### config.mk
export PLATFORM = sky130hd
export DESIGN_NAME = nanprop_fp_front
export DESIGN_NICKNAME = d
export VERILOG_FILES = /design/src/rtl/nanprop_pkg.sv /design/src/rtl/nanprop_classify.sv /design/src/rtl/nanprop_nan_merge.sv /design/src/rtl/nanprop_inf_zero.sv /design/src/rtl/nanprop_minmax.sv /design/src/rtl/nanprop_fp_front.sv
export SDC_FILE = /design/constraint.sdc
export NUM_CORES = 1
export LEC_CHECK = 0
export ABC_AREA = 0
export CORE_MARGIN = 10
export CORE_UTILIZATION = 50
export DETAILED_ROUTE_END_ITERATION = 7
export DONT_BUFFER_PORTS = 1
export PLACE_DENSITY = 0.74
export SLEW_MARGIN = 20
export SYNTH_ARGS = -nofsm -noshare
export SYNTH_HDL_FRONTEND = slang
export SYNTH_HIERARCHICAL = 1
export SYNTH_SLANG_ARGS = --single-unit
### constraint.sdc
create_clock -name clk -period 0.8 [get_ports clk]
set_clock_uncertainty 0.05 [all_clocks]
set_input_delay 0.12 -clock clk [delete_from_list [all_inputs] [get_ports clk]]
set_output_delay 0.12 -clock clk [all_outputs]
set_load 0.005 [all_outputs]
### src/rtl/nanprop_pkg.sv
package nanprop_pkg;

   typedef enum logic [2:0] {
      OP_ADD  = 3'd0,
      OP_SUB  = 3'd1,
      OP_MUL  = 3'd2,
      OP_DIV  = 3'd3,
      OP_MIN  = 3'd4,
      OP_MAX  = 3'd5,
      OP_RSV6 = 3'd6,
      OP_RSV7 = 3'd7
   } fp_op_e;

   // Operand classification shared by the decode modules.
   typedef struct packed {
      logic sign;
      logic nan;
      logic inf;
      logic zero;
   } fp_class_t;

   // Payload bit allocation for error classes (low mantissa bits).
   localparam int unsigned PL_INF_DIV  = 0;
   localparam int unsigned PL_LOG_POW  = 1;
   localparam int unsigned PL_OTHER_FN = 2;
   localparam int unsigned PL_ASSIGNED = 3;

endpackage

### src/rtl/nanprop_classify.sv
module nanprop_classify
   import nanprop_pkg::*;
#(
   parameter int unsigned EXP_W = 8,
   parameter int unsigned MAN_W = 23
) (
   input  logic [EXP_W+MAN_W:0] val,
   output fp_class_t            cls
);
   localparam int unsigned W = 1 + EXP_W + MAN_W;

   logic [EXP_W-1:0] exp_f;
   logic [MAN_W-1:0] man_f;
   logic             exp_max, exp_min, man_nz;

   assign exp_f   = val[MAN_W +: EXP_W];
   assign man_f   = val[MAN_W-1:0];
   assign exp_max = &exp_f;
   assign exp_min = ~|exp_f;
   assign man_nz  = |man_f;

   assign cls.sign = val[W-1];
   assign cls.nan  = exp_max & man_nz;
   assign cls.inf  = exp_max & ~man_nz;
   assign cls.zero = exp_min & ~man_nz;
endmodule

### src/rtl/nanprop_nan_merge.sv
module nanprop_nan_merge #(
   parameter int unsigned EXP_W    = 8,
   parameter int unsigned MAN_W    = 23,
   parameter bit          MERGE_OR = 1'b1
) (
   input  logic [EXP_W+MAN_W:0] a,
   input  logic [EXP_W+MAN_W:0] b,
   input  logic                 a_nan,
   input  logic                 b_nan,
   output logic                 hit,
   output logic [EXP_W+MAN_W:0] res
);
   localparam int unsigned W = 1 + EXP_W + MAN_W;
   localparam logic [W-1:0] QMASK = W'(1) << (MAN_W - 1);

   logic [W-1:0] both_res;

   generate
      if (MERGE_OR) begin : g_or_merge
         // Exponents are all ones in both words, so a whole-word OR
         // merges sign and payload while keeping the NaN exponent.
         assign both_res = a | b | QMASK;
      end else begin : g_first_wins
         assign both_res = a | QMASK;
      end
   endgenerate

   assign hit = a_nan | b_nan;

   always_comb begin
      if (a_nan && b_nan) res = both_res;
      else if (a_nan)     res = a | QMASK;
      else                res = b | QMASK;
   end
endmodule

### src/rtl/nanprop_inf_zero.sv
module nanprop_inf_zero
   import nanprop_pkg::*;
#(
   parameter int unsigned EXP_W   = 8,
   parameter int unsigned MAN_W   = 23,
   parameter int unsigned INV_BIT = PL_INF_DIV
) (
   input  fp_op_e               op,
   input  fp_class_t            ca,
   input  fp_class_t            cb,
   output logic                 hit,
   output logic [EXP_W+MAN_W:0] res
);
   localparam int unsigned W = 1 + EXP_W + MAN_W;
   localparam logic [EXP_W-1:0] EXP_ONES  = '1;
   localparam logic [MAN_W-1:0] FRESH_MAN =
      (MAN_W'(1) << (MAN_W - 1)) | (MAN_W'(1) << INV_BIT);
   localparam logic [W-1:0] FRESH_NAN = {1'b0, EXP_ONES, FRESH_MAN};

   logic         any_nan;
   logic         sb_eff;
   logic         s_x;
   logic         raw_hit;
   logic [W-1:0] raw_res;

   assign any_nan = ca.nan | cb.nan;
   assign sb_eff  = (op == OP_SUB) ? ~cb.sign : cb.sign;
   assign s_x     = ca.sign ^ cb.sign;

   function automatic logic [W-1:0] inf_of(input logic s);
      return {s, EXP_ONES, {MAN_W{1'b0}}};
   endfunction

   function automatic logic [W-1:0] zero_of(input logic s);
      return {s, {(W-1){1'b0}}};
   endfunction

   always_comb begin
      raw_hit = 1'b0;
      raw_res = '0;
      unique case (op)
         OP_ADD, OP_SUB: begin
            if (ca.inf && cb.inf) begin
               raw_hit = 1'b1;
               raw_res = (ca.sign != sb_eff) ? FRESH_NAN : inf_of(ca.sign);
            end else if (ca.inf) begin
               raw_hit = 1'b1;
               raw_res = inf_of(ca.sign);
            end else if (cb.inf) begin
               raw_hit = 1'b1;
               raw_res = inf_of(sb_eff);
            end
         end
         OP_MUL: begin
            if ((ca.inf && cb.zero) || (ca.zero && cb.inf)) begin
               raw_hit = 1'b1;
               raw_res = FRESH_NAN;
            end else if (ca.inf || cb.inf) begin
               raw_hit = 1'b1;
               raw_res = inf_of(s_x);
            end
         end
         OP_DIV: begin
            if ((ca.zero && cb.zero) || (ca.inf && cb.inf)) begin
               raw_hit = 1'b1;
               raw_res = FRESH_NAN;
            end else if (ca.inf || cb.zero) begin
               raw_hit = 1'b1;
               raw_res = inf_of(s_x);
            end else if (cb.inf) begin
               raw_hit = 1'b1;
               raw_res = zero_of(s_x);
            end
         end
         default: begin
            raw_hit = 1'b0;
            raw_res = '0;
         end
      endcase
   end

   assign hit = raw_hit & ~any_nan;
   assign res = raw_res;
endmodule

### src/rtl/nanprop_minmax.sv
module nanprop_minmax #(
   parameter int unsigned W           = 32,
   parameter bit          ORDER_ZEROS = 1'b1
) (
   input  logic [W-1:0] a,
   input  logic [W-1:0] b,
   input  logic         want_max,
   output logic [W-1:0] res
);
   localparam logic [W-1:0] MSB = W'(1) << (W - 1);

   logic [W-1:0] key_a, key_b;
   logic         a_lt_b;

   // Map sign-magnitude onto an unsigned total order.
   function automatic logic [W-1:0] order_key(input logic [W-1:0] x);
      return x[W-1] ? ~x : (x ^ MSB);
   endfunction

   assign key_a = order_key(a);
   assign key_b = order_key(b);

   generate
      if (ORDER_ZEROS) begin : g_total
         assign a_lt_b = key_a < key_b;
      end else begin : g_zero_equal
         logic both_zero;
         assign both_zero = ((a & ~MSB) == '0) && ((b & ~MSB) == '0);
         assign a_lt_b    = !both_zero && (key_a < key_b);
      end
   endgenerate

   always_comb begin
      if (want_max) res = a_lt_b ? b : a;
      else          res = a_lt_b ? a : b;
   end
endmodule

### src/rtl/nanprop_fp_front.sv
module nanprop_fp_front
   import nanprop_pkg::*;
#(
   parameter int unsigned EXP_W       = 8,
   parameter int unsigned MAN_W       = 23,
   parameter int unsigned INV_BIT     = PL_INF_DIV,
   parameter bit          MERGE_OR    = 1'b1,
   parameter bit          ORDER_ZEROS = 1'b1
) (
   input  logic                 clk,
   input  logic                 rst_n,
   input  logic                 in_valid,
   input  logic [2:0]           in_op,
   input  logic [EXP_W+MAN_W:0] in_a,
   input  logic [EXP_W+MAN_W:0] in_b,
   output logic                 out_valid,
   output logic                 out_normal,
   output logic [EXP_W+MAN_W:0] out_result,
   output logic [2:0]           out_op,
   output logic [EXP_W+MAN_W:0] out_a,
   output logic [EXP_W+MAN_W:0] out_b
);
   localparam int unsigned W      = 1 + EXP_W + MAN_W;
   localparam int unsigned N_OPND = 2;

   // Elaboration-time parameter checks.
   generate
      if (EXP_W < 2) begin : g_bad_exp
         $error("nanprop_fp_front: EXP_W must be at least 2");
      end
      if (MAN_W < PL_ASSIGNED + 3) begin : g_bad_man
         $error("nanprop_fp_front: MAN_W too small for the payload classes");
      end
      if (INV_BIT >= MAN_W - 1) begin : g_bad_inv
         $error("nanprop_fp_front: INV_BIT collides with the quiet bit");
      end
   endgenerate

   fp_op_e       op;
   logic [W-1:0] opnd [N_OPND];
   fp_class_t    cls  [N_OPND];

   assign op      = fp_op_e'(in_op);
   assign opnd[0] = in_a;
   assign opnd[1] = in_b;

   for (genvar gi = 0; gi < N_OPND; gi++) begin : g_cls
      nanprop_classify #(.EXP_W(EXP_W), .MAN_W(MAN_W)) u_cls (
         .val (opnd[gi]),
         .cls (cls[gi])
      );
   end

   logic         nan_hit;
   logic [W-1:0] nan_res;
   nanprop_nan_merge #(.EXP_W(EXP_W), .MAN_W(MAN_W), .MERGE_OR(MERGE_OR)) u_merge (
      .a     (in_a),
      .b     (in_b),
      .a_nan (cls[0].nan),
      .b_nan (cls[1].nan),
      .hit   (nan_hit),
      .res   (nan_res)
   );

   logic         iz_hit;
   logic [W-1:0] iz_res;
   nanprop_inf_zero #(.EXP_W(EXP_W), .MAN_W(MAN_W), .INV_BIT(INV_BIT)) u_infz (
      .op  (op),
      .ca  (cls[0]),
      .cb  (cls[1]),
      .hit (iz_hit),
      .res (iz_res)
   );

   logic         is_mm;
   logic [W-1:0] mm_res;
   assign is_mm = (op == OP_MIN) || (op == OP_MAX);

   nanprop_minmax #(.W(W), .ORDER_ZEROS(ORDER_ZEROS)) u_mm (
      .a        (in_a),
      .b        (in_b),
      .want_max (op == OP_MAX),
      .res      (mm_res)
   );

   logic         nx_normal;
   logic [W-1:0] nx_result;

   // Priority: NaN operands, then min/max, then zero/infinity cases.
   always_comb begin
      nx_normal = 1'b0;
      nx_result = '0;
      if (nan_hit && op != OP_RSV6 && op != OP_RSV7) begin
         nx_result = nan_res;
      end else if (is_mm) begin
         nx_result = mm_res;
      end else if (iz_hit) begin
         nx_result = iz_res;
      end else begin
         nx_normal = 1'b1;
      end
   end

   always_ff @(posedge clk or negedge rst_n) begin
      if (!rst_n) begin
         out_valid  <= 1'b0;
         out_normal <= 1'b0;
         out_result <= '0;
         out_op     <= '0;
         out_a      <= '0;
         out_b      <= '0;
      end else begin
         out_valid  <= in_valid;
         out_normal <= nx_normal;
         out_result <= nx_result;
         out_op     <= in_op;
         out_a      <= in_a;
         out_b      <= in_b;
      end
   end
endmodule

# ---- Word level (Yosys, flattened, before mapping)
# Index checks and enable logic that the tools add are counted.
dict set report totals {
  mem_bits_rw 0
  output_inout_bits 101
  romBits 0
  latch_bits 0
  word_cells 86
  input_bits 70
  n_memories 0
  ff_bits 101
}
dict set report classes {
  mul 0
  magnitude_cmp 1
  bitwise 17
  addsub 0
  n_eq_ne 8
  n_mux 32
  reduce_logical 22
  shift 0
  div_mod_pow 0
}
# operator n
set op_table {}
lappend op_table {{32-bit two-way mux} 19}
lappend op_table {{32-bit one-hot mux with 3 select lines} 1}
lappend op_table {{32-bit inverter} 2}
lappend op_table {{23-bit OR reduction} 2}
lappend op_table {{32-bit less-than comparator} 1}
lappend op_table {{32-bit bitwise OR} 1}
lappend op_table {{8-bit AND reduction} 2}
lappend op_table {{8-bit OR reduction} 2}
lappend op_table {{1-bit two-way mux} 11}
lappend op_table {{1-bit AND} 7}
lappend op_table {{1-bit logical AND} 7}
lappend op_table {{3-bit by 2-bit == test with 1-bit output, second input constant} 2}
lappend op_table {{3-bit == test, second input constant} 2}
lappend op_table {{3-bit inequality test, second input constant} 2}
lappend op_table {{1-bit logical OR} 5}
lappend op_table {{1-bit inverter} 5}
lappend op_table {{3-bit by 1-bit == test with 1-bit output, second input constant} 1}
lappend op_table {{3-bit logical NOT} 1}
lappend op_table {{1-bit one-hot mux with 3 select lines} 1}
lappend op_table {{1-bit logical NOT} 2}
lappend op_table {{2-bit OR reduction} 1}
lappend op_table {{1-bit inequality test} 1}
lappend op_table {{1-bit bitwise OR} 1}
lappend op_table {{1-bit bitwise XOR} 1}

# ---- Logic depth before layout (Yosys ltp)
dict set report depth {
  word_depth 11
  depth_mapped 14
  ltp_nobuf 11
}

# ---- By module
# The synthesis kept the hierarchy.
# mod n_inst cells_per_inst area_per_inst_um2 seq_area_each_um2
set by_module_without_submodules {}
lappend by_module_without_submodules {nanprop_fp_front 1 256 3515.9 2527.4}
lappend by_module_without_submodules {nanprop_minmax 1 343 2889.0 0.0}
lappend by_module_without_submodules {nanprop_inf_zero 1 63 437.9 0.0}
lappend by_module_without_submodules {nanprop_nan_merge 1 42 359.1 0.0}
lappend by_module_without_submodules {nanprop_classify 2 18 108.9 0.0}

# ---- Least setup slack after synthesis
# OpenSTA, ideal clock, no wires.
dict set report synth_timing {
  path_type {in2reg}
  from {input port in_a[31]}
  to {register out_result[29]}
  t_required_ns 0.629
  cell_stages 14
  setup_slack_ns -2.309
  setup_time_ns 0.121
  n_path_buf 3
  arrival_ns 2.938
  cell_sequence {buf_2 -> buf_1 -> xor2_1 -> ha_1 -> and3_2 -> a221oi_2 -> a21oi_2 -> o311ai_4 -> buf_6 -> a22oi_1 -> a311o_1 -> and3b_2 -> a31oi_1 -> o21ai_1}
}
dict set report synth_via {
  elab_chain_cells 7
  word_cells_on_any_way 9
  cone_classes {1 x order compare; 6 x mux; 2 x bitwise}
}
# item line_no
set synth_lines {}
lappend synth_lines {{start, declared} nanprop_fp_front.sv:14} ;# input logic [EXP_W+MAN_W:0] in_a,
lappend synth_lines {{1-bit inverter (no source line) or 32-bit inverter (tied branches)} --}
lappend synth_lines {{32-bit two-way mux (*)} nanprop_minmax.sv:17} ;# return x[W-1] ? ~x : (x ^ MSB);
lappend synth_lines {{32-bit less-than comparator (*)} nanprop_minmax.sv:25} ;# assign a_lt_b = key_a < key_b;
lappend synth_lines {{32-bit two-way mux, on equally long branches} {nanprop_minmax.sv:35, nanprop_minmax.sv:34}}
lappend synth_lines {{32-bit two-way mux (*)} nanprop_minmax.sv:34} ;# if (want_max) res = a_lt_b ? b : a;
lappend synth_lines {{net mm_res[29]} nanprop_fp_front.sv:76} ;# logic [W-1:0] mm_res;
lappend synth_lines {{32-bit two-way mux (*)} nanprop_fp_front.sv:95} ;# end else if (is_mm) begin
lappend synth_lines {{32-bit two-way mux (*)} nanprop_fp_front.sv:93} ;# if (nan_hit && op != OP_RSV6 && op != OP_RSV7) begin
lappend synth_lines {{net nx_result[29]} nanprop_fp_front.sv:87} ;# logic [W-1:0] nx_result;
lappend synth_lines {{end signal, assigned} nanprop_fp_front.sv:115} ;# out_result <= nx_result;
lappend synth_lines {{end, declared} nanprop_fp_front.sv:18} ;# output logic [EXP_W+MAN_W:0] out_result,
# Mark *: on every way through the listed nets, which the timed path passes. The rest lies on a longest branch.

# ---- Worst setup path after layout
dict set report layout_timing {
  from {input port in_b[31]}
  to {register out_result[1]}
}
dict set report layout_via {
  elab_chain_cells 7
  word_cells_on_any_way 9
  cone_classes {1 x order compare; 6 x mux; 2 x bitwise}
}
# item line_no
set layout_lines {}
lappend layout_lines {{start, declared} nanprop_fp_front.sv:15} ;# input logic [EXP_W+MAN_W:0] in_b,
lappend layout_lines {{1-bit inverter (no source line) or 32-bit inverter (tied branches)} --}
lappend layout_lines {{32-bit two-way mux (*)} nanprop_minmax.sv:17}
lappend layout_lines {{32-bit less-than comparator (*)} nanprop_minmax.sv:25}
lappend layout_lines {{32-bit two-way mux, on equally long branches} {nanprop_minmax.sv:35, nanprop_minmax.sv:34}}
lappend layout_lines {{32-bit two-way mux (*)} nanprop_minmax.sv:34}
lappend layout_lines {{net mm_res[1]} nanprop_fp_front.sv:76}
lappend layout_lines {{32-bit two-way mux (*)} nanprop_fp_front.sv:95}
lappend layout_lines {{32-bit two-way mux (*)} nanprop_fp_front.sv:93}
lappend layout_lines {{net nx_result[1]} nanprop_fp_front.sv:87}
# Marks and branches as above.

==> impl_metrics.csv <==
group,metric,value,unit
layout,final_common_cell,"sky130_fd_sc_hd__dfrtp_1",
logic_synthesis,ys_async_sr_fraction,100,%
logic_synthesis,avgSynthCellArea,10.0,µm²
sta,finalCriticalPeriod,2620,ps
sta,setup_ws,-1820,ps
global_routing,gr-max-usage-layer,"met2",
place,portBuffers,0,
layout,seq_area,2530,µm²
global_routing,vias_in_the_first_global_route,6702,
sta,total_neg_setup_slack,-67620,ps
sta,max_freq,0.382,GHz
logic_synthesis,mappedNetlistArea,7420,µm²
critical_path,crit_path_max_fanout,38,
routing,drc,0,
clock_tree,number_of_buffers_created_by_cts,9,
routing,via_count,6505,
layout,fillers,1078,
logic_synthesis,post_synth_inst_count,740,
power_and_ir_drop,totalPowerFinal,14.2,mW
clock_tree,clock_tree.root_cell,"sky130_fd_sc_hd__clkbuf_16",
logic_synthesis,yosysSeqAreaShare,34.1,%
sta,holdWs,-598,ps
critical_path,timing.critical_path.to_type,"flop",
global_routing,grt_overflow_total,0,
floorplanning,coreArea,14500,µm²
logic_synthesis,synth_top_area_share,34.1,%
global_routing,grtUsageMet1,28.8,%
critical_path,required,990,ps
floorplanning,pin_count,171,
floorplanning,placement_rows,44,
routing,detail_route.wirelength,24600,µm
routing,drtIter0Drc,635,
sta,rsz_0062_raised_after_global_routing,"yes",
logic_synthesis,synth_top_area_cell,"sky130_fd_sc_hd__dfrtp_1",
logic_synthesis,yosys_most_used_dff,"sky130_fd_sc_hd__dfrtp_1",
sta,finalHoldViolations,101,
layout,areaGrowthSynthToFinish,23.3,%
global_routing,met2_global_route_usage,41.1,%
critical_path,timing.critical_path.from_type,"input pin",
place,globalplace.congestion,0.933,
sta,final-max-slew-violation-count,0,
global_routing,grt_max_degree,102,
run_status,outcome,"complete, but fails checks",
layout,most-common-layout-cells,"sky130_fd_sc_hd__dfrtp_1, sky130_fd_sc_hd__nand2_1, sky130_fd_sc_hd__dlygate4sd3_1",
power_and_ir_drop,ir_drop,1.14,mV
global_routing,antenna_violations_before_repair,0,
logic_synthesis,ys_top_cells_by_area,"sky130_fd_sc_hd__dfrtp_1, sky130_fd_sc_hd__nor4b_2, sky130_fd_sc_hd__ha_1",
clock_tree,htree_num_levels,3,
critical_path,data_arrival_at_the_endpoint_of_the_critical_path,2810,ps
logic_synthesis,synth_cell_type_count,61,
job,max_cap_check_violation_count,0,
clock_tree,cts_buffer_depth,2,
routing,post_drt_via_cell_ratio,6.42,
worst_hold_path,hp-class,"input pin to async pin",
logic_synthesis,total_of_warnings_raised_by_yosys,6,
global_routing,grt_usage,24.2,%
routing,wl_per_cell,24.3,µm
layout,final_layout_size_suffix_gt1_share,23.2,%
power_and_ir_drop,power.static_leakage,3.88,nW
clock_tree,tritoncts,"built",
logic_synthesis,synth_enable_flop_cells,0,
critical_path,timing.setup.critical_path_class,"input pin to flop",
global_routing,first_pass_grt_wire_length,38600,µm
global_routing,groute.layer.met3.usage,6.48,%
clock_tree,cts.clk_slew.worst_paths,60,ps
sta,final_min_period_over_clock_period,328,%
clock_tree,tritoncts_num_sinks,101,
floorplanning,dieArea,20100,µm²
place,place_worst_setup_slack,-2190,ps
logic_synthesis,postSynthRegisterBits,101,
layout,multi_input_area,4510,µm²
floorplanning,die_h,142,µm
layout,nNetsFinal,926,
routing,first_pass_iters,6,
run_status,failed_checks,"hold timing, setup timing",
sta,setup_viol,134,
power_and_ir_drop,power_density,1550,nW/µm²
floorplanning,chipWidth,142,µm
routing,drt.antenna.violating_nets,0,
floorplanning,start_util,51.1,%
place,place_hpwl,15600,µm
## layer usage
| layer | routed length, µm | part of all wire (%) |
|---|---|---|
| met1 | 9350 | 38 |
| met2 | 12200 | 50 |
| met3 | 2460 | 10 |
| met4 | 592 | 2.4 |
| met5 | 0 | 0 |
## area by class of cell
type                            count  area share (%)
Timing Repair Buffer              150            16.8
Sequential cell                   101            27.6
Inverter                            6           0.246
Multi-Input combinational cell    556            49.3
Clock buffer                       12            2.80
Antenna cell                        1          0.0273
Clock inverter                      4           0.766
Tap cell                          184            2.52
## synth_stat cells (all sizes together), types with 2 or more instances
cell	n
nand2b	36
a22oi	32
conb	2
nand4	11
ha	32
or2	3
buf	80
nor4b	31
nand2	81
clkbuf	18
a22o	32
inv	6
nor3	7
nand3	2
a311o	32
o211ai	3
o21ai	38
a21oi	15
a221oi	2
dfrtp	101
a21o	2
a31oi	34
xor2	31
o21ba	2
and3b	32
nor4	16
xnor2	34
nor2	9
## critical path, cell delays in order
cell	delay (ps)
sky130_fd_sc_hd__xnor2_1	200
sky130_fd_sc_hd__ha_1	260
sky130_fd_sc_hd__and3_4	180
sky130_fd_sc_hd__a221oi_2	280
sky130_fd_sc_hd__a21oi_2	120
sky130_fd_sc_hd__buf_4	150
sky130_fd_sc_hd__o311ai_4	280
sky130_fd_sc_hd__buf_6	170
sky130_fd_sc_hd__buf_8	130
sky130_fd_sc_hd__buf_6	110
sky130_fd_sc_hd__a22oi_2	70
sky130_fd_sc_hd__a311o_1	260
sky130_fd_sc_hd__and3b_1	170
sky130_fd_sc_hd__a31oi_1	180
sky130_fd_sc_hd__o21ai_1	90
## cell families after synthesis
family	synth area share, %
flip-flops	34.1
other	0.101
AND/OR/NAND/NOR	21.6
multiplexers	0.337
adder cells (fa/ha/maj)	5.40
buffers and inverters	10.2
AO/OA/AOI/OAI	20.7
XOR/XNOR	7.67
## final timing paths
check,from,slack (ps),to,cells past startpoint
min,rst_n,-600,out_valid,0
max in group asynchronous,rst_n,1190,out_result[23],0
max,in_b[31],-1820,out_result[1],15
min in group clk,in_a[28],0,out_result[28],3
## timing repair
item / 4_1_cts / 5_1_grt
gates resized for setup: 26 / 16
hold endpoints to repair: 200 / 103
cloned: 2 / 0
endpoints found under the setup margin: 134 / 134
pin swaps: 41 / 28
hold buffers: 67 / 1
setup buffers: 8 / 3
## where the power goes
part | internal, mW | switching, mW | leakage [nW]
Clock | 2.90 | 1.84 | 0.163
Sequential | 5.40 | 0.192 | 1.24
Combinational | 2.07 | 1.78 | 2.49
## per-stage QoR
stage	util [%]	area [µm²]	std cells	hold slack, ps
2_1_floorplan	-	7720	760	-226
4_1_cts	62.2	9040	1009	-601
6_report	63.0	9150	1014	-598
5_1_grt	62.9	9150	1013	-613
3_3_place_gp	53.8	7820	916	-222
3_5_place_dp	53.8	7820	916	-222
## flip-flops by register name, summed over array words and instances (netlist names)
signal	count
out_a	32
out_b	32
out_result	32
out_valid	1
out_normal	1
out_op	3
No activity file was read; power rests on OpenSTA's default activity.
